$ cat src/rtl/alu32_pkg.sv
package alu32_pkg;

  localparam int CTRL_W = 4;

  typedef enum logic [CTRL_W-1:0] {
    OP_AND = 4'b0000,
    OP_OR  = 4'b0001,
    OP_ADD = 4'b0010,
    OP_SUB = 4'b0110,
    OP_SLT = 4'b0111,
    OP_NOR = 4'b1100
  } alu_op_e;

  typedef enum logic [1:0] {
    PICK_AND  = 2'b00,
    PICK_OR   = 2'b01,
    PICK_SUM  = 2'b10,
    PICK_LESS = 2'b11
  } pick_e;

  typedef struct packed {
    logic  inv_a;
    logic  inv_b;
    pick_e pick;
    logic  legal;
  } slice_ctl_t;

  function automatic logic fa_carry(input logic x, input logic y, input logic c);
    return (x & y) | (x & c) | (y & c);
  endfunction

  function automatic logic fa_sum(input logic x, input logic y, input logic c);
    return x ^ y ^ c;
  endfunction

  function automatic logic signed_ovf(input logic xs, input logic ys, input logic ss);
    return (xs == ys) && (ss != xs);
  endfunction

endpackage

$ cat src/rtl/alu_ctrl_decode.sv
module alu_ctrl_decode
  import alu32_pkg::*;
(
  input  logic [CTRL_W-1:0] ctrl_i,
  output slice_ctl_t        ctl_o
);

  logic legal;

  always_comb begin
    unique case (ctrl_i)
      OP_AND, OP_OR, OP_ADD, OP_SUB, OP_SLT, OP_NOR: legal = 1'b1;
      default:                                      legal = 1'b0;
    endcase
  end

  always_comb begin
    ctl_o.inv_a = ctrl_i[3];
    ctl_o.inv_b = ctrl_i[2];
    ctl_o.pick  = pick_e'(ctrl_i[1:0]);
    ctl_o.legal = legal;
  end

  always_comb begin
    if (ctl_o.legal && ctl_o.inv_a)
      AST_INV_A_ONLY_NOR: assert (ctl_o.inv_b && ctl_o.pick == PICK_AND);
  end

endmodule

$ cat src/rtl/alu_slice.sv
module alu_slice
  import alu32_pkg::*;
(
  input  logic  a_i,
  input  logic  b_i,
  input  logic  cin_i,
  input  logic  less_i,
  input  logic  inv_a_i,
  input  logic  inv_b_i,
  input  pick_e pick_i,
  output logic  res_o,
  output logic  cout_o
);

  logic a_eff, b_eff, sum_bit;

  assign a_eff   = a_i ^ inv_a_i;
  assign b_eff   = b_i ^ inv_b_i;
  assign sum_bit = fa_sum(a_eff, b_eff, cin_i);
  assign cout_o  = fa_carry(a_eff, b_eff, cin_i);

  always_comb begin
    unique case (pick_i)
      PICK_AND:  res_o = a_eff & b_eff;
      PICK_OR:   res_o = a_eff | b_eff;
      PICK_SUM:  res_o = sum_bit;
      default:   res_o = less_i;
    endcase
  end

endmodule

$ cat src/rtl/alu_msb_slice.sv
module alu_msb_slice
  import alu32_pkg::*;
(
  input  logic  a_i,
  input  logic  b_i,
  input  logic  cin_i,
  input  logic  inv_a_i,
  input  logic  inv_b_i,
  input  pick_e pick_i,
  output logic  res_o,
  output logic  cout_o,
  output logic  set_o,
  output logic  ovf_o
);

  logic a_eff, b_eff, sum_bit;

  alu_slice u_core (
    .a_i     (a_i),
    .b_i     (b_i),
    .cin_i   (cin_i),
    .less_i  (1'b0),
    .inv_a_i (inv_a_i),
    .inv_b_i (inv_b_i),
    .pick_i  (pick_i),
    .res_o   (res_o),
    .cout_o  (cout_o)
  );

  assign a_eff   = a_i ^ inv_a_i;
  assign b_eff   = b_i ^ inv_b_i;
  assign sum_bit = fa_sum(a_eff, b_eff, cin_i);
  assign ovf_o   = signed_ovf(a_eff, b_eff, sum_bit);
  assign set_o   = sum_bit ^ ovf_o;

  always_comb begin
    AST_OVF_IS_CARRY_MISMATCH: assert (ovf_o == (cin_i ^ cout_o));
  end

endmodule

$ cat src/rtl/alu_zero_detect.sv
module alu_zero_detect #(
  parameter int WIDTH = 32
) (
  input  logic [WIDTH-1:0] value_i,
  output logic             zero_o
);

  localparam int HALF = WIDTH / 2;

  logic lo_any, hi_any;

  assign lo_any = |value_i[HALF-1:0];
  assign hi_any = |value_i[WIDTH-1:HALF];
  assign zero_o = ~(lo_any | hi_any);

endmodule

$ cat src/rtl/alu32_slt.sv
module alu32_slt
  import alu32_pkg::*;
#(
  parameter int WIDTH = 32
) (
  input  logic [WIDTH-1:0]  a_i,
  input  logic [WIDTH-1:0]  b_i,
  input  logic [CTRL_W-1:0] ctrl_i,
  output logic [WIDTH-1:0]  result_o,
  output logic              zero_o,
  output logic              carry_o,
  output logic              overflow_o
);

  localparam int MSB = WIDTH - 1;

  slice_ctl_t       ctl;
  logic [WIDTH:0]   carry_chain;
  logic [WIDTH-1:0] slice_res;
  logic             set_lt;
  logic             msb_ovf;
  logic             is_arith;
  logic             is_slt;

  alu_ctrl_decode u_dec (
    .ctrl_i (ctrl_i),
    .ctl_o  (ctl)
  );

  assign carry_chain[0] = ctl.inv_b;

  for (genvar i = 0; i < WIDTH; i++) begin : g_slice
    if (i == MSB) begin : g_top
      alu_msb_slice u_bit (
        .a_i     (a_i[i]),
        .b_i     (b_i[i]),
        .cin_i   (carry_chain[i]),
        .inv_a_i (ctl.inv_a),
        .inv_b_i (ctl.inv_b),
        .pick_i  (ctl.pick),
        .res_o   (slice_res[i]),
        .cout_o  (carry_chain[i+1]),
        .set_o   (set_lt),
        .ovf_o   (msb_ovf)
      );
    end else begin : g_low
      alu_slice u_bit (
        .a_i     (a_i[i]),
        .b_i     (b_i[i]),
        .cin_i   (carry_chain[i]),
        .less_i  ((i == 0) ? set_lt : 1'b0),
        .inv_a_i (ctl.inv_a),
        .inv_b_i (ctl.inv_b),
        .pick_i  (ctl.pick),
        .res_o   (slice_res[i]),
        .cout_o  (carry_chain[i+1])
      );
    end
  end

  assign is_arith   = ctl.legal && (ctl.pick == PICK_SUM);
  assign is_slt     = ctl.legal && (ctl.pick == PICK_LESS);
  assign result_o   = ctl.legal ? slice_res : '0;
  assign carry_o    = is_arith & carry_chain[WIDTH];
  assign overflow_o = is_arith & msb_ovf;

  alu_zero_detect #(.WIDTH(WIDTH)) u_zero (
    .value_i (result_o),
    .zero_o  (zero_o)
  );

  always_comb begin
    AST_ZERO_FOLLOWS_RESULT: assert (zero_o == (result_o == '0));
    if (is_slt)
      AST_SLT_UPPER_CLEAR: assert (result_o[MSB:1] == '0);
    if (!ctl.legal)
      AST_UNDEF_QUIET: assert (result_o == '0 && !carry_o && !overflow_o);
    if (!is_arith)
      AST_NO_OVERFLOW: assert (!overflow_o && !carry_o);
    if (ctrl_i == OP_ADD)
      AST_ADD_SUM: assert ({carry_o, result_o} == ({1'b0, a_i} + {1'b0, b_i}));
  end

endmodule

$ cat config.mk
export PLATFORM = sky130hd
export DESIGN_NAME = alu32_slt
export DESIGN_NICKNAME = d
export VERILOG_FILES = /design/src/rtl/alu32_pkg.sv /design/src/rtl/alu_ctrl_decode.sv /design/src/rtl/alu_slice.sv /design/src/rtl/alu_msb_slice.sv /design/src/rtl/alu_zero_detect.sv /design/src/rtl/alu32_slt.sv
export SDC_FILE = /design/constraint.sdc
export NUM_CORES = 1
export LEC_CHECK = 0
export BUFFER_PORTS_ARGS = -buffer_cell sky130_fd_sc_hd__buf_2
export CAP_MARGIN = 20
export CORE_MARGIN = 2
export CORE_UTILIZATION = 30
export DETAILED_ROUTE_END_ITERATION = 10
export SLEW_MARGIN = 15
export SYNTH_ARGS = -nofsm -noshare
export SYNTH_HDL_FRONTEND = slang
export SYNTH_HIERARCHICAL = 1
export SYNTH_SLANG_ARGS = --single-unit
$ cat constraint.sdc
create_clock -name vclk -period 36.2
set_input_delay 3.62 -clock vclk [all_inputs]
set_output_delay 3.62 -clock vclk [all_outputs]
set_load 0.02 [all_outputs]
# Yosys cells after proc, flatten, opt, wreduce, memory -nomap -nowiden

Cells that the tools add are included.

Register bits: 0
Input port bits: 68
Output and inout port bits: 35
Logic and storage cells: 375

Equality and inequality tests: 9
Muxes and demuxes: 34
Bitwise operators: 325
Reduce and logical (&&, ||, !) cells: 7

Operator list:

| cell                 | number |
|---|---|
| $xor A1 B1 Y1        | 129 |
| $and A1 B1 Y1        | 98 |
| $or A1 B1 Y1         | 97 |
| $pmux W1 S3          | 32 |
| $mux W32             | 1 |
| $reduce_or A16 Y1    | 2 |
| $eq A4 B3 Y1 const B | 2 |
| $reduce_or A6 Y1     | 1 |
| $eq A4 B1 Y1 const B | 1 |
| $eq A4 B2 Y1 const B | 1 |
| $eq A4 B4 Y1 const B | 1 |
| $logic_not A4 Y1     | 1 |
| $eq A2 B1 Y1 const B | 1 |
| $eq A2 B2 Y1 const B | 1 |
| $logic_and A1 B1 Y1  | 2 |
| $logic_not A2 Y1     | 1 |
| $eq A1 B1 Y1         | 1 |
| $mux W1              | 1 |
| $ne A1 B1 Y1         | 1 |
| $not A1 Y1           | 1 |

# Depth between registers and ports, before layout

Gate-level depths: netlist of run 1.

Depth in word-level cells: 103
Gate-level depth with buffers: 41
Depth with buffers taken out: 40

# Modules after synthesis

Netlist of run 1, hierarchy kept.

Modules (own cells, without submodules):

| module          | times used | cells an instance | area each (µm²) | sequential area each (µm²) |
|---|---|---|---|---|
| alu_slice       | 32         | 9                 | 96.3            | 0.0 |
| alu32_slt       | 1          | 38                | 265.3           | 0.0 |
| alu_ctrl_decode | 1          | 9                 | 78.8            | 0.0 |
| alu_zero_detect | 1          | 11                | 72.6            | 0.0 |
| alu_msb_slice   | 1          | 8                 | 50.0            | 0.0 |

# Worst setup path before layout of run 1

Ideal clock, no wire load.

Path kind: input -> output
Start point: input port ctrl_i[3]
End point: output port zero_o
Arrival time: 20,085 ps
Data required time: 32,580 ps
Path slack: 12,495 ps
Stages on the path: 40
Buffers on the path: 1
Path through: buf_4 xnor2_1 inv_1 fa_1 fa_1 fa_1 fa_1 fa_1 fa_1 fa_1 fa_1 fa_1 fa_1 fa_1 fa_1 fa_1 fa_1 fa_1 [... 4 more ...] fa_1 fa_1 fa_1 fa_1 fa_1 fa_1 fa_1 fa_1 fa_1 fa_1 fa_1 fa_1 fa_1 mux4_2 and2_1 nor4_1 nand4_1 nor2_1

Elaborated cells between the ends (all ways): 332
Classes of those cells: 7 x eq/ne; 34 x mux; 286 x bitwise; 5 x reduce/logical

RTL lines:

| what                        | line                  | text |
|---|---|---|
| from (decl)                 | alu32_slt.sv:8        | `input logic [CTRL_W-1:0] ctrl_i,` |
| $xor A1 B1 Y1 *             | alu_slice.sv:17       | `assign a_eff = a_i ^ inv_a_i;` |
| $and A1 B1 Y1               | alu32_pkg.sv:29       | `return (x & y) \| (x & c) \| (y & c);` |
| $or A1 B1 Y1 * (2 in a row) | alu32_pkg.sv:29       |  |
| via carry_chain[1]          | alu32_slt.sv:18       | `logic [WIDTH:0] carry_chain;` |
| $and A1 B1 Y1               | alu32_pkg.sv:29       |  |
| $or A1 B1 Y1                | alu32_pkg.sv:29       |  |
| $or A1 B1 Y1 *              | alu32_pkg.sv:29       |  |
| via carry_chain[2]          | alu32_slt.sv:18       |  |
| [... 3 more ...]            | n/a                   |  |
| via carry_chain[3]          | alu32_slt.sv:18       |  |
| [... 3 more ...]            | n/a                   |  |
| via carry_chain[4]          | alu32_slt.sv:18       |  |
| [... 3 more ...]            | n/a                   |  |
| via carry_chain[5]          | alu32_slt.sv:18       |  |
| [... 3 more ...]            | n/a                   |  |
| via carry_chain[6]          | alu32_slt.sv:18       |  |
| [... 3 more ...]            | n/a                   |  |
| via carry_chain[7]          | alu32_slt.sv:18       |  |
| [... 3 more ...]            | n/a                   |  |
| via carry_chain[8]          | alu32_slt.sv:18       |  |
| [... 3 more ...]            | n/a                   |  |
| via carry_chain[9]          | alu32_slt.sv:18       |  |
| [... 3 more ...]            | n/a                   |  |
| via carry_chain[10]         | alu32_slt.sv:18       |  |
| [... 3 more ...]            | n/a                   |  |
| via carry_chain[11]         | alu32_slt.sv:18       |  |
| [... 3 more ...]            | n/a                   |  |
| via carry_chain[12]         | alu32_slt.sv:18       |  |
| [... 3 more ...]            | n/a                   |  |
| via carry_chain[13]         | alu32_slt.sv:18       |  |
| [... 3 more ...]            | n/a                   |  |
| via carry_chain[14]         | alu32_slt.sv:18       |  |
| [... 3 more ...]            | n/a                   |  |
| via carry_chain[15]         | alu32_slt.sv:18       |  |
| [... 3 more ...]            | n/a                   |  |
| via carry_chain[16]         | alu32_slt.sv:18       |  |
| [... 3 more ...]            | n/a                   |  |
| via carry_chain[17]         | alu32_slt.sv:18       |  |
| [... 3 more ...]            | n/a                   |  |
| via carry_chain[18]         | alu32_slt.sv:18       |  |
| [... 3 more ...]            | n/a                   |  |
| via carry_chain[19]         | alu32_slt.sv:18       |  |
| [... 3 more ...]            | n/a                   |  |
| via carry_chain[20]         | alu32_slt.sv:18       |  |
| [... 3 more ...]            | n/a                   |  |
| via carry_chain[21]         | alu32_slt.sv:18       |  |
| [... 3 more ...]            | n/a                   |  |
| via carry_chain[22]         | alu32_slt.sv:18       |  |
| [... 3 more ...]            | n/a                   |  |
| via carry_chain[23]         | alu32_slt.sv:18       |  |
| [... 3 more ...]            | n/a                   |  |
| via carry_chain[24]         | alu32_slt.sv:18       |  |
| [... 3 more ...]            | n/a                   |  |
| via carry_chain[25]         | alu32_slt.sv:18       |  |
| [... 3 more ...]            | n/a                   |  |
| via carry_chain[26]         | alu32_slt.sv:18       |  |
| [... 3 more ...]            | n/a                   |  |
| via carry_chain[27]         | alu32_slt.sv:18       |  |
| [... 3 more ...]            | n/a                   |  |
| via carry_chain[28]         | alu32_slt.sv:18       |  |
| [... 3 more ...]            | n/a                   |  |
| via carry_chain[29]         | alu32_slt.sv:18       |  |
| [... 3 more ...]            | n/a                   |  |
| via carry_chain[30]         | alu32_slt.sv:18       |  |
| [... 3 more ...]            | n/a                   |  |
| via carry_chain[31]         | alu32_slt.sv:18       |  |
| $xor A1 B1 Y1 *             | alu32_pkg.sv:33       | `return x ^ y ^ c;` |
| $pmux W1 S3 *               | alu_slice.sv:23       | `unique case (pick_i)` |
| via slice_res[31]           | alu32_slt.sv:19       | `logic [WIDTH-1:0] slice_res;` |
| $mux W32 *                  | alu32_slt.sv:63       | `assign result_o = ctl.legal ? slice_res : '0;` |
| via result_o[31]            | alu32_slt.sv:9        | `output logic [WIDTH-1:0] result_o,` |
| $reduce_or A16 Y1 *         | alu_zero_detect.sv:13 | `assign hi_any = \|value_i[WIDTH-1:HALF];` |
| $or A1 B1 Y1 *              | alu_zero_detect.sv:14 | `assign zero_o = ~(lo_any \| hi_any);` |
| $not A1 Y1 *                | alu_zero_detect.sv:14 |  |
| to (decl)                   | alu32_slt.sv:10       | `output logic zero_o,` |

The timed path passes the listed nets; every way through them passes the cells marked *.

# Worst setup path after layout of run 1

Start point: input port ctrl_i[3]
End point: output port zero_o

Elaborated cells between the ends (all ways): 332
Classes of those cells: 7 x eq/ne; 34 x mux; 286 x bitwise; 5 x reduce/logical

RTL lines:

| what                        | line |
|---|---|
| $xor A1 B1 Y1 *             | alu_slice.sv:17 |
| $and A1 B1 Y1               | alu32_pkg.sv:29 |
| $or A1 B1 Y1 * (2 in a row) | alu32_pkg.sv:29 |
| via carry_chain[1]          | alu32_slt.sv:18 |
| $and A1 B1 Y1               | alu32_pkg.sv:29 |
| $or A1 B1 Y1                | alu32_pkg.sv:29 |
| $or A1 B1 Y1 *              | alu32_pkg.sv:29 |
| via carry_chain[2]          | alu32_slt.sv:18 |
| [... 3 more ...]            | n/a |
| via carry_chain[3]          | alu32_slt.sv:18 |
| [... 3 more ...]            | n/a |
| via carry_chain[4]          | alu32_slt.sv:18 |
| [... 3 more ...]            | n/a |
| via carry_chain[5]          | alu32_slt.sv:18 |
| [... 3 more ...]            | n/a |
| via carry_chain[6]          | alu32_slt.sv:18 |
| [... 3 more ...]            | n/a |
| via carry_chain[7]          | alu32_slt.sv:18 |
| [... 3 more ...]            | n/a |
| via carry_chain[8]          | alu32_slt.sv:18 |
| [... 3 more ...]            | n/a |
| via carry_chain[9]          | alu32_slt.sv:18 |
| [... 3 more ...]            | n/a |
| via carry_chain[10]         | alu32_slt.sv:18 |
| [... 3 more ...]            | n/a |
| via carry_chain[11]         | alu32_slt.sv:18 |
| [... 3 more ...]            | n/a |
| via carry_chain[12]         | alu32_slt.sv:18 |
| [... 3 more ...]            | n/a |
| via carry_chain[13]         | alu32_slt.sv:18 |
| [... 3 more ...]            | n/a |
| via carry_chain[14]         | alu32_slt.sv:18 |
| [... 3 more ...]            | n/a |
| via carry_chain[15]         | alu32_slt.sv:18 |
| [... 3 more ...]            | n/a |
| via carry_chain[16]         | alu32_slt.sv:18 |
| [... 3 more ...]            | n/a |
| via carry_chain[17]         | alu32_slt.sv:18 |
| [... 3 more ...]            | n/a |
| via carry_chain[18]         | alu32_slt.sv:18 |
| [... 3 more ...]            | n/a |
| via carry_chain[19]         | alu32_slt.sv:18 |
| [... 3 more ...]            | n/a |
| via carry_chain[20]         | alu32_slt.sv:18 |
| [... 3 more ...]            | n/a |
| via carry_chain[21]         | alu32_slt.sv:18 |
| [... 3 more ...]            | n/a |
| via carry_chain[22]         | alu32_slt.sv:18 |
| [... 3 more ...]            | n/a |
| via carry_chain[23]         | alu32_slt.sv:18 |
| [... 3 more ...]            | n/a |
| via carry_chain[24]         | alu32_slt.sv:18 |
| [... 3 more ...]            | n/a |
| via carry_chain[25]         | alu32_slt.sv:18 |
| [... 3 more ...]            | n/a |
| via carry_chain[26]         | alu32_slt.sv:18 |
| [... 3 more ...]            | n/a |
| via carry_chain[27]         | alu32_slt.sv:18 |
| [... 3 more ...]            | n/a |
| via carry_chain[28]         | alu32_slt.sv:18 |
| [... 3 more ...]            | n/a |
| via carry_chain[29]         | alu32_slt.sv:18 |
| [... 3 more ...]            | n/a |
| via carry_chain[30]         | alu32_slt.sv:18 |
| [... 3 more ...]            | n/a |
| via carry_chain[31]         | alu32_slt.sv:18 |
| $xor A1 B1 Y1 *             | alu32_pkg.sv:33 |
| $pmux W1 S3 *               | alu_slice.sv:23 |
| via slice_res[31]           | alu32_slt.sv:19 |
| $mux W32 *                  | alu32_slt.sv:63 |
| $reduce_or A16 Y1 *         | alu_zero_detect.sv:13 |
| $or A1 B1 Y1 *              | alu_zero_detect.sv:14 |
| $not A1 Y1 *                | alu_zero_detect.sv:14 |

Marks and branches as above.

==> flow_metrics.env, run 1 <==
export IMPL_outcome="completed"
export IMPL_ys_seq_area_share_pct=0
export IMPL_syn_inst=354
export IMPL_min_period_ns=24.50
export IMPL_period_share_pct=67.7
export IMPL_combPwrFrac_pct=100.0
export IMPL_worstPathArrival_ns=20.88
export IMPL_drive_gt1_share_pct=33.8
export IMPL_final_cell_mix="buf_2 (103), inv_1 (97), ha_1 (64)"
export IMPL_drt_iter0_markers=43
export IMPL_place_gp_congestion=0.822
export IMPL_relSlewSlack_pct=41.6
export IMPL_via_per_inst=4.26
export IMPL_endpoint="zero_o"
export IMPL_crit_slowest_cell="fa_1"
export IMPL_critPathMaxFanout=35
export IMPL_nClkBuffers=0
export IMPL_critPathLaunch="ctrl_i[3]"
export IMPL_yosysWarnings=6
export IMPL_hpwl_microns=6950
export IMPL_area_growth_pct=22.5
export IMPL_start_kind="input port"
export IMPL_track_usage_pct=13.5
export IMPL_worst_ep_required_time_ns=32.58
export IMPL_fill_cells=1162
export IMPL_post_route_drc_count=0
export IMPL_drv_slew=0
export IMPL_grt_antenna_before_repair=0
export IMPL_p_seq_share_pct=0
export IMPL_grt_setup_unrepaired="false"
export IMPL_hold_violations=0
export IMPL_endpoint_kind="primary output"
export IMPL_hold_buffers=0
export IMPL_place_ws_ns=11.56
export IMPL_cp_common_cell="fa_1"
export IMPL_p_int_uw=36.6
export IMPL_swShare_pct=53.3
export IMPL_post_cts_buffers=0
export IMPL_clkPwrFrac_pct=0
export IMPL_fin_ws_ns=11.70
export IMPL_drt_total_wl_microns=8400
export IMPL_placementRows=39
export IMPL_multi_input_area_sq_um=3250
export IMPL_max_cap_viol_count=0
export IMPL_post_drt_wl_per_cell_microns=13.4
export IMPL_synth_distinct_cells=24
export IMPL_syn_area_sq_um=3550
export IMPL_first_global_vias=3005
export IMPL_pin_count=103
export IMPL_setup_viol=0
export IMPL_dr_pass1_iters=6
export IMPL_max_freq_mhz=40.8
export IMPL_fin_nets=648
export IMPL_slowest_delay_ns=0.52
export IMPL_core_sq_um=11500
export IMPL_grt_max_degree=38
export IMPL_hold_path_class="in -> out"
export IMPL_initial_core_util_pct=31.0
export IMPL_p_leak_uw=0.00231
export IMPL_fin_setup_tns_ns=0
export IMPL_seqCellArea_sq_um=0
export IMPL_switchingPower_uw=41.8
export IMPL_seq_cells=0
export IMPL_die_h_microns=113
export IMPL_finish_utilization_pct=37.9
export IMPL_p_per_area_nw_per_um2=18.0
export IMPL_ir_worst_vdd_mv=0.00765
export IMPL_synth_area_per_cell_sq_um=10.0
export IMPL_dieArea_sq_um=12700
export IMPL_dieWidth_microns=113
export IMPL_gr_total_overflow=0
export IMPL_cts_resized_gates=0
export IMPL_grt_pass1_wl_microns=14100
export IMPL_final_common_cell="buf_2"
export IMPL_ant_nets=0
export IMPL_num_vias=2665
export IMPL_p_total_uw=78.3
export IMPL_tightest_slew_ns=0.876
export IMPL_critical_path_class="in -> out"
export IMPL_portBuffers=103
export IMPL_num_antenna_cells=0
[how the worst min path moves through the flow]
stage	endpoint	cells past startpoint	slack (ns)	start
after CTS	overflow_o	6	7.89	b_i[31]
after global routing	overflow_o	6	7.94	b_i[31]
after floorplan	result_o[31]	3	7.62	ctrl_i[3]
final	overflow_o	6	7.88	b_i[31]
after detailed placement	overflow_o	6	7.89	b_i[31]
after global placement	overflow_o	6	7.90	b_i[31]
[power by group through the flow]
stage,sequential (uW),combinational (uW),clock [uW]
after floorplan,0,57.4,0
after global placement,0,76.3,0
after detailed placement,0,79.9,0
after CTS,0,80.3,0
after global routing,0,89.5,0
final,0,78.3,0
[Yosys cell counts (all sizes together)]
| master | n | area share (%) |
|---|---|---|
| xnor2 | 34 | 8.4 |
| clkbuf | 3 | 0.42 |
| nand4bb | 1 | 0.32 |
| nor4 | 8 | 1.6 |
| or3 | 1 | 0.18 |
| o31ai | 1 | 0.35 |
| fa | 32 | 18 |
| mux4 | 32 | 20 |
| ha | 64 | 23 |
| nand2 | 1 | 0.11 |
| maj3 | 1 | 0.28 |
| nand3 | 1 | 0.14 |
| and2 | 32 | 6.4 |
| and4b | 2 | 0.56 |
| conb | 2 | 0.21 |
| nor2 | 1 | 0.11 |
| buf | 5 | 1.1 |
| and3b | 1 | 0.25 |
| nand4 | 2 | 0.35 |
| inv | 97 | 10 |
| xor2 | 32 | 7.9 |
| and2b | 1 | 0.25 |
[routing by layer]
layer / global-route usage [%] / wire length (microns)
met4: 0 / 0
met2: 27.0 / 4520
met5: 0 / 0
met3: 1.02 / 361
met1: 16.6 / 3520
[per-stage QoR]
step           hold WS, ns  instances  cell area [sq um]
2_1_floorplan         7.62        383               3660
3_3_place_gp          7.90        624               4330
3_5_place_dp          7.89        624               4330
4_1_cts               7.89        624               4330
5_1_grt               7.94        625               4350
6_report              7.88        625               4350
[critical path: cells and delay by family]
family / cells / cell delay (ns)
muxes: 1 / 0.44
adders and majority gates: 32 / 14.97
buffers and inverters: 4 / 0.85
xor gates and xnor gates: 1 / 0.22
and+or+nand+nor: 4 / 0.75
[final cells by class]
cell class         instances  share of cell area (%)
well taps                143                    4.12
multi-input cells        278                    74.8
inverters                 97                    8.38
repair buffers           107                    12.7
[cell families (layout without fill, tap and decap cells)]
kind of cell,count (synthesis),in the layout,synth area share [%]
fa+ha+maj,97,97,40.9
simple gates,51,51,10.2
mux,32,32,20.3
buf+inv,105,204,11.7
compound gates,1,1,0.352
xor+xnor,66,66,16.3
other cells,2,31,0.212
Note: power is estimated with default switching activity, not from simulation.
==> run 2: changes to the inputs <==
ABC_AREA = 1   (was default)
clock period = 22.3 ns   (was 36.2 ns; I/O delays follow)
==> run 2 against run 1 <==
  * Flip-flop and latch count stayed put
  * Design area is 19% higher
  * Routed wire length is 16% higher
  * Area after synthesis is 23% higher
  * Synthesized cell count is 110% higher
  * Die area is 22% higher
  * Critical path depth is 5 higher
  * Sequential share of layout area stayed put
  * Global-route usage is 0.96 points lower
==> flow_metrics.env, run 2 <==
export IMPL_outcome="completed"
export IMPL_p_int_uw=53.9
export IMPL_grt_setup_unrepaired="false"
export IMPL_post_cts_buffers=0
export IMPL_fill_cells=1645
export IMPL_initial_core_util_pct=30.5
export IMPL_dieArea_sq_um=15600
export IMPL_portBuffers=103
export IMPL_period_share_pct=94.3
export IMPL_slowest_delay_ns=0.52
export IMPL_final_common_cell="inv_1"
export IMPL_yosys_top_cells_count="inv_1 (267), nand2_1 (209), nand3_1 (66)"
export IMPL_drt_iter0_markers=184
export IMPL_hold_path_class="in -> out"
export IMPL_worstPathArrival_ns=18.79
export IMPL_ant_nets=0
export IMPL_worst_ep_required_time_ns=20.07
export IMPL_syn_inst=747
export IMPL_num_vias=4061
export IMPL_hpwl_microns=7770
export IMPL_crit_slowest_cell="fa_1"
export IMPL_core_sq_um=14400
export IMPL_endpoint_kind="primary output"
export IMPL_cp_top_family="adder cells"
export IMPL_pin_count=103
export IMPL_drive_gt1_share_pct=13.3
export IMPL_cp_common_cell="fa_1"
export IMPL_drv_slew=0
export IMPL_swShare_pct=61.6
export IMPL_p_seq_share_pct=0
export IMPL_synth_top_area_share_pct=22.9
export IMPL_area_growth_pct=18.4
export IMPL_post_drt_wl_per_cell_microns=9.23
export IMPL_final_cell_mix="inv_1 (267), nand2_1 (209), buf_2 (103)"
export IMPL_hold_buffers=0
export IMPL_place_gp_congestion=0.752
export IMPL_clkPwrFrac_pct=0
export IMPL_max_cap_viol_count=0
export IMPL_critical_path_class="in -> out"
export IMPL_nClkBuffers=0
export IMPL_synth_distinct_cells=17
export IMPL_fin_nets=1041
export IMPL_via_per_inst=3.83
export IMPL_grt_antenna_before_repair=2
export IMPL_seqCellArea_sq_um=0
export IMPL_hold_violations=0
export IMPL_yosysWarnings=6
export IMPL_drt_total_wl_microns=9780
export IMPL_seq_cells=0
export IMPL_setup_viol=0
export IMPL_die_h_microns=125
export IMPL_hold_worst_slack_ns=5.13
export IMPL_multi_input_area_sq_um=3390
export IMPL_grt_pass1_wl_microns=16800
export IMPL_p_per_area_nw_per_um2=27.1
export IMPL_gr_total_overflow=0
export IMPL_cts_resized_gates=0
export IMPL_relSlewSlack_pct=38.2
export IMPL_switchingPower_uw=86.6
export IMPL_first_global_vias=3715
export IMPL_fin_setup_tns_ns=0
export IMPL_combPwrFrac_pct=100.0
export IMPL_min_period_ns=21.02
export IMPL_start_kind="input port"
export IMPL_synth_area_per_cell_sq_um=5.86
export IMPL_dr_pass1_iters=4
export IMPL_max_freq_mhz=47.6
export IMPL_grt_max_degree=85
export IMPL_critPathMaxFanout=13
export IMPL_placementRows=44
export IMPL_dieWidth_microns=125
export IMPL_synthTopCellsByArea="inv_1 (23%), ha_1 (18%), nand2_1 (18%)"
export IMPL_critPathBufInv=5
export IMPL_synth_most_common_cell="inv_1"
export IMPL_ys_seq_area_share_pct=0
export IMPL_syn_area_sq_um=4380
export IMPL_tightest_slew_ns=0.924
export IMPL_yosys_area_top_type="inv_1"
export IMPL_p_leak_uw=0.00350
export IMPL_post_route_drc_count=0
export IMPL_ir_worst_vdd_mv=0.0172
export IMPL_track_usage_pct=12.5
## run 2: logic make-up (layout without fill, tap and decap cells)
kind of cell,count (synthesis),in the layout,share of synthesized area (%)
adders and majority gates,96,96,32.9
AOI/OAI and AO/OA,2,2,0.229
xor gates and xnor gates,64,64,12.8
buffers and inverters,276,375,25.2
other,2,32,0.172
and+or+nand+nor,307,307,28.7
## run 2: power by group through the flow
stage / logic, uW / registers [uW] / clock network [uW]
4_1_cts: 144 / 0 / 0
5_1_grt: 166 / 0 / 0.00000600
3_5_place_dp: 143 / 0 / 0
3_3_place_gp: 141 / 0 / 0
6_report: 141 / 0 / 0.00000600
2_1_floorplan: 109 / 0 / 0
## run 2: area by class of cell
| cell class | instances | share of cell area, % |
|---|---|---|
| Tap cell | 184 | 4.44 |
| Antenna cell | 1 | 0.0483 |
| Multi-Input combinational cell | 500 | 65.5 |
| Inverter | 267 | 19.3 |
| Timing Repair Buffer | 108 | 10.7 |
## run 2: per-layer routing
metal / up-vias / wire length [microns] / global-route usage, %
met5: - / 16 / 0
met4: 2 / 43 / 0.463
met3: 4 / 329 / 0.687
met2: 67 / 4640 / 22.4
met1: 1729 / 4750 / 17.4
li1: 2259 / - / -
## run 2: through the flow
| stage | cell area, sq um | cells | setup WS (ns) | total power (uW) | util (%) |
|---|---|---|---|---|---|
| 3_5_place_dp | 5180 | 1059 | 1.07 | 143 | 36.0 |
| 5_1_grt | 5180 | 1060 | 0.509 | 166 | 36.1 |
| 6_report | 5180 | 1060 | 1.28 | 141 | 36.1 |
| 2_1_floorplan | 4490 | 776 | 1.72 | 109 | - |
| 4_1_cts | 5180 | 1059 | 1.06 | 144 | 36.0 |
| 3_3_place_gp | 5180 | 1059 | 1.17 | 141 | 36.0 |
## run 2: worst paths after layout
path  cells after the start       from    endpoint  slack (ns)
min                       8    b_i[31]  overflow_o        5.13
max                      47  ctrl_i[2]      zero_o        1.28
==> run 3: changes to the inputs <==
CORE_MARGIN = default   (was 2)
clock period = 24.9 ns   (was 22.3 ns; I/O delays follow)
==> run 3 against run 2 <==
  * Cell count shrank 0.57%
  * Utilization is 0.73 points higher
  * Power shrank 10%
  * Die area shrank 3.2%
  * Hold slack improved by 0.50 ns
  * Highest routed layer is now met4
==> flow_metrics.env, run 3 (synthesis results as in run 2) <==
export IMPL_drt_total_wl_microns=9550
export IMPL_cts_resized_gates=0
export IMPL_drt_iter0_markers=123
export IMPL_fill_cells=1569
export IMPL_first_global_vias=3672
export IMPL_drive_gt1_share_pct=13.2
export IMPL_placed_area_sq_um=5160
export IMPL_slowest_delay_ns=0.52
export IMPL_outcome="completed"
export IMPL_worstPathArrival_ns=19.00
export IMPL_grt_max_degree=85
export IMPL_max_cap_viol_count=0
export IMPL_hold_violations=0
export IMPL_track_usage_pct=13.2
export IMPL_seqCellArea_sq_um=0
export IMPL_p_per_area_nw_per_um2=24.4
export IMPL_worst_ep_required_time_ns=22.41
export IMPL_critical_path_class="in -> out"
export IMPL_tightest_slew_ns=0.847
export IMPL_dieArea_sq_um=15100
export IMPL_final_cell_mix="inv_1 (267), nand2_1 (209), buf_2 (103)"
export IMPL_grt_pass1_wl_microns=16400
export IMPL_nClkBuffers=0
export IMPL_post_cts_buffers=0
export IMPL_pin_count=103
export IMPL_final_common_cell="inv_1"
export IMPL_dp_cells=1054
export IMPL_fin_setup_tns_ns=0
export IMPL_hold_path_class="in -> out"
export IMPL_seq_cells=0
export IMPL_initial_core_util_pct=31.2
export IMPL_dieWidth_microns=123
export IMPL_finish_utilization_pct=36.8
export IMPL_portBuffers=103
export IMPL_layoutNonFillerInstCount=1054
export IMPL_crit_slowest_cell="fa_1"
export IMPL_ir_worst_vdd_mv=0.0187
export IMPL_place_gp_congestion=0.742
export IMPL_min_period_ns=21.49
export IMPL_num_vias=3915
export IMPL_via_per_inst=3.71
export IMPL_num_antenna_cells=0
export IMPL_die_h_microns=123
export IMPL_endpoint_kind="primary output"
export IMPL_period_share_pct=86.3
export IMPL_p_total_uw=126
export IMPL_grt_antenna_before_repair=0
export IMPL_max_freq_mhz=46.5
export IMPL_start_kind="input port"
export IMPL_hold_buffers=0
export IMPL_stdcell_area_sq_um=5160
export IMPL_core_sq_um=14000
export IMPL_relSlewSlack_pct=43.5
export IMPL_post_drt_wl_per_cell_microns=9.06
export IMPL_area_growth_pct=18.0
export IMPL_placementRows=43
export IMPL_hpwl_microns=7660
export IMPL_critPathMaxFanout=15
export IMPL_gr_total_overflow=0
export IMPL_fin_nets=1040
export IMPL_drv_slew=0
export IMPL_setup_viol=0
export IMPL_dr_pass1_iters=4
export IMPL_ant_nets=0
export IMPL_p_leak_uw=0.00349
export IMPL_cp_common_cell="fa_1"
export IMPL_grt_setup_unrepaired="false"
export IMPL_post_route_drc_count=0
run 3: cell count changes in the layout (fill, tap and decap cells not counted), sizes merged:
cell   change
diode      -1
buf        -1
run 3: final cells by class:
cell class                 instances  area [sq um]  area share (%)
inverter                         267          1000            19.4
tap                              180           225            4.36
multi-input combinational        500          3390            65.7
timing repair buffer             107           546            10.6
run 3: final timing paths:
check / startpoint / endpoint / slack [ns] / cells after the start
min: b_i[31] / overflow_o / 5.63 / 8
max: ctrl_i[2] / zero_o / 3.41 / 47
run 3: per-layer routing:
| layer | vias to the layer above | share of wire (%) | global-route usage (%) |
|---|---|---|---|
| met1 | 1593 | 51 | 18.4 |
| met5 | - | 0 | 0 |
| met3 | 2 | 2.9 | 0.372 |
| met4 | 0 | 0.38 | 0.610 |
| li1 | 2261 | - | - |
| met2 | 59 | 46 | 23.7 |
run 3: stage by stage:
stage	setup WS [ns]	hold WS [ns]
after CTS	3.24	5.63
after global routing	2.65	5.75
after detailed placement	3.28	5.63
final	3.41	5.63
after floorplan	3.80	5.34
after global placement	3.39	5.62
run 3: worst max-delay path: cells and delay by family:
| family | cells | cell delay (ns) |
|---|---|---|
| AND/OR/NAND/NOR | 9 | 0.66 |
| buffers and inverters | 5 | 0.75 |
| adder cells (fa/ha/maj) | 32 | 14.91 |
| XOR/XNOR | 1 | 0.20 |
run 3: report_power, final:
part / internal, uW / leakage [uW] / switching [uW] / total [uW]
Clock: 0 / 0 / 0 / 0
Sequential: 0 / 0 / 0 / 0
Combinational: 48.3 / 0.00349 / 77.6 / 126
Total: 48.3 / 0.00349 / 77.6 / 126
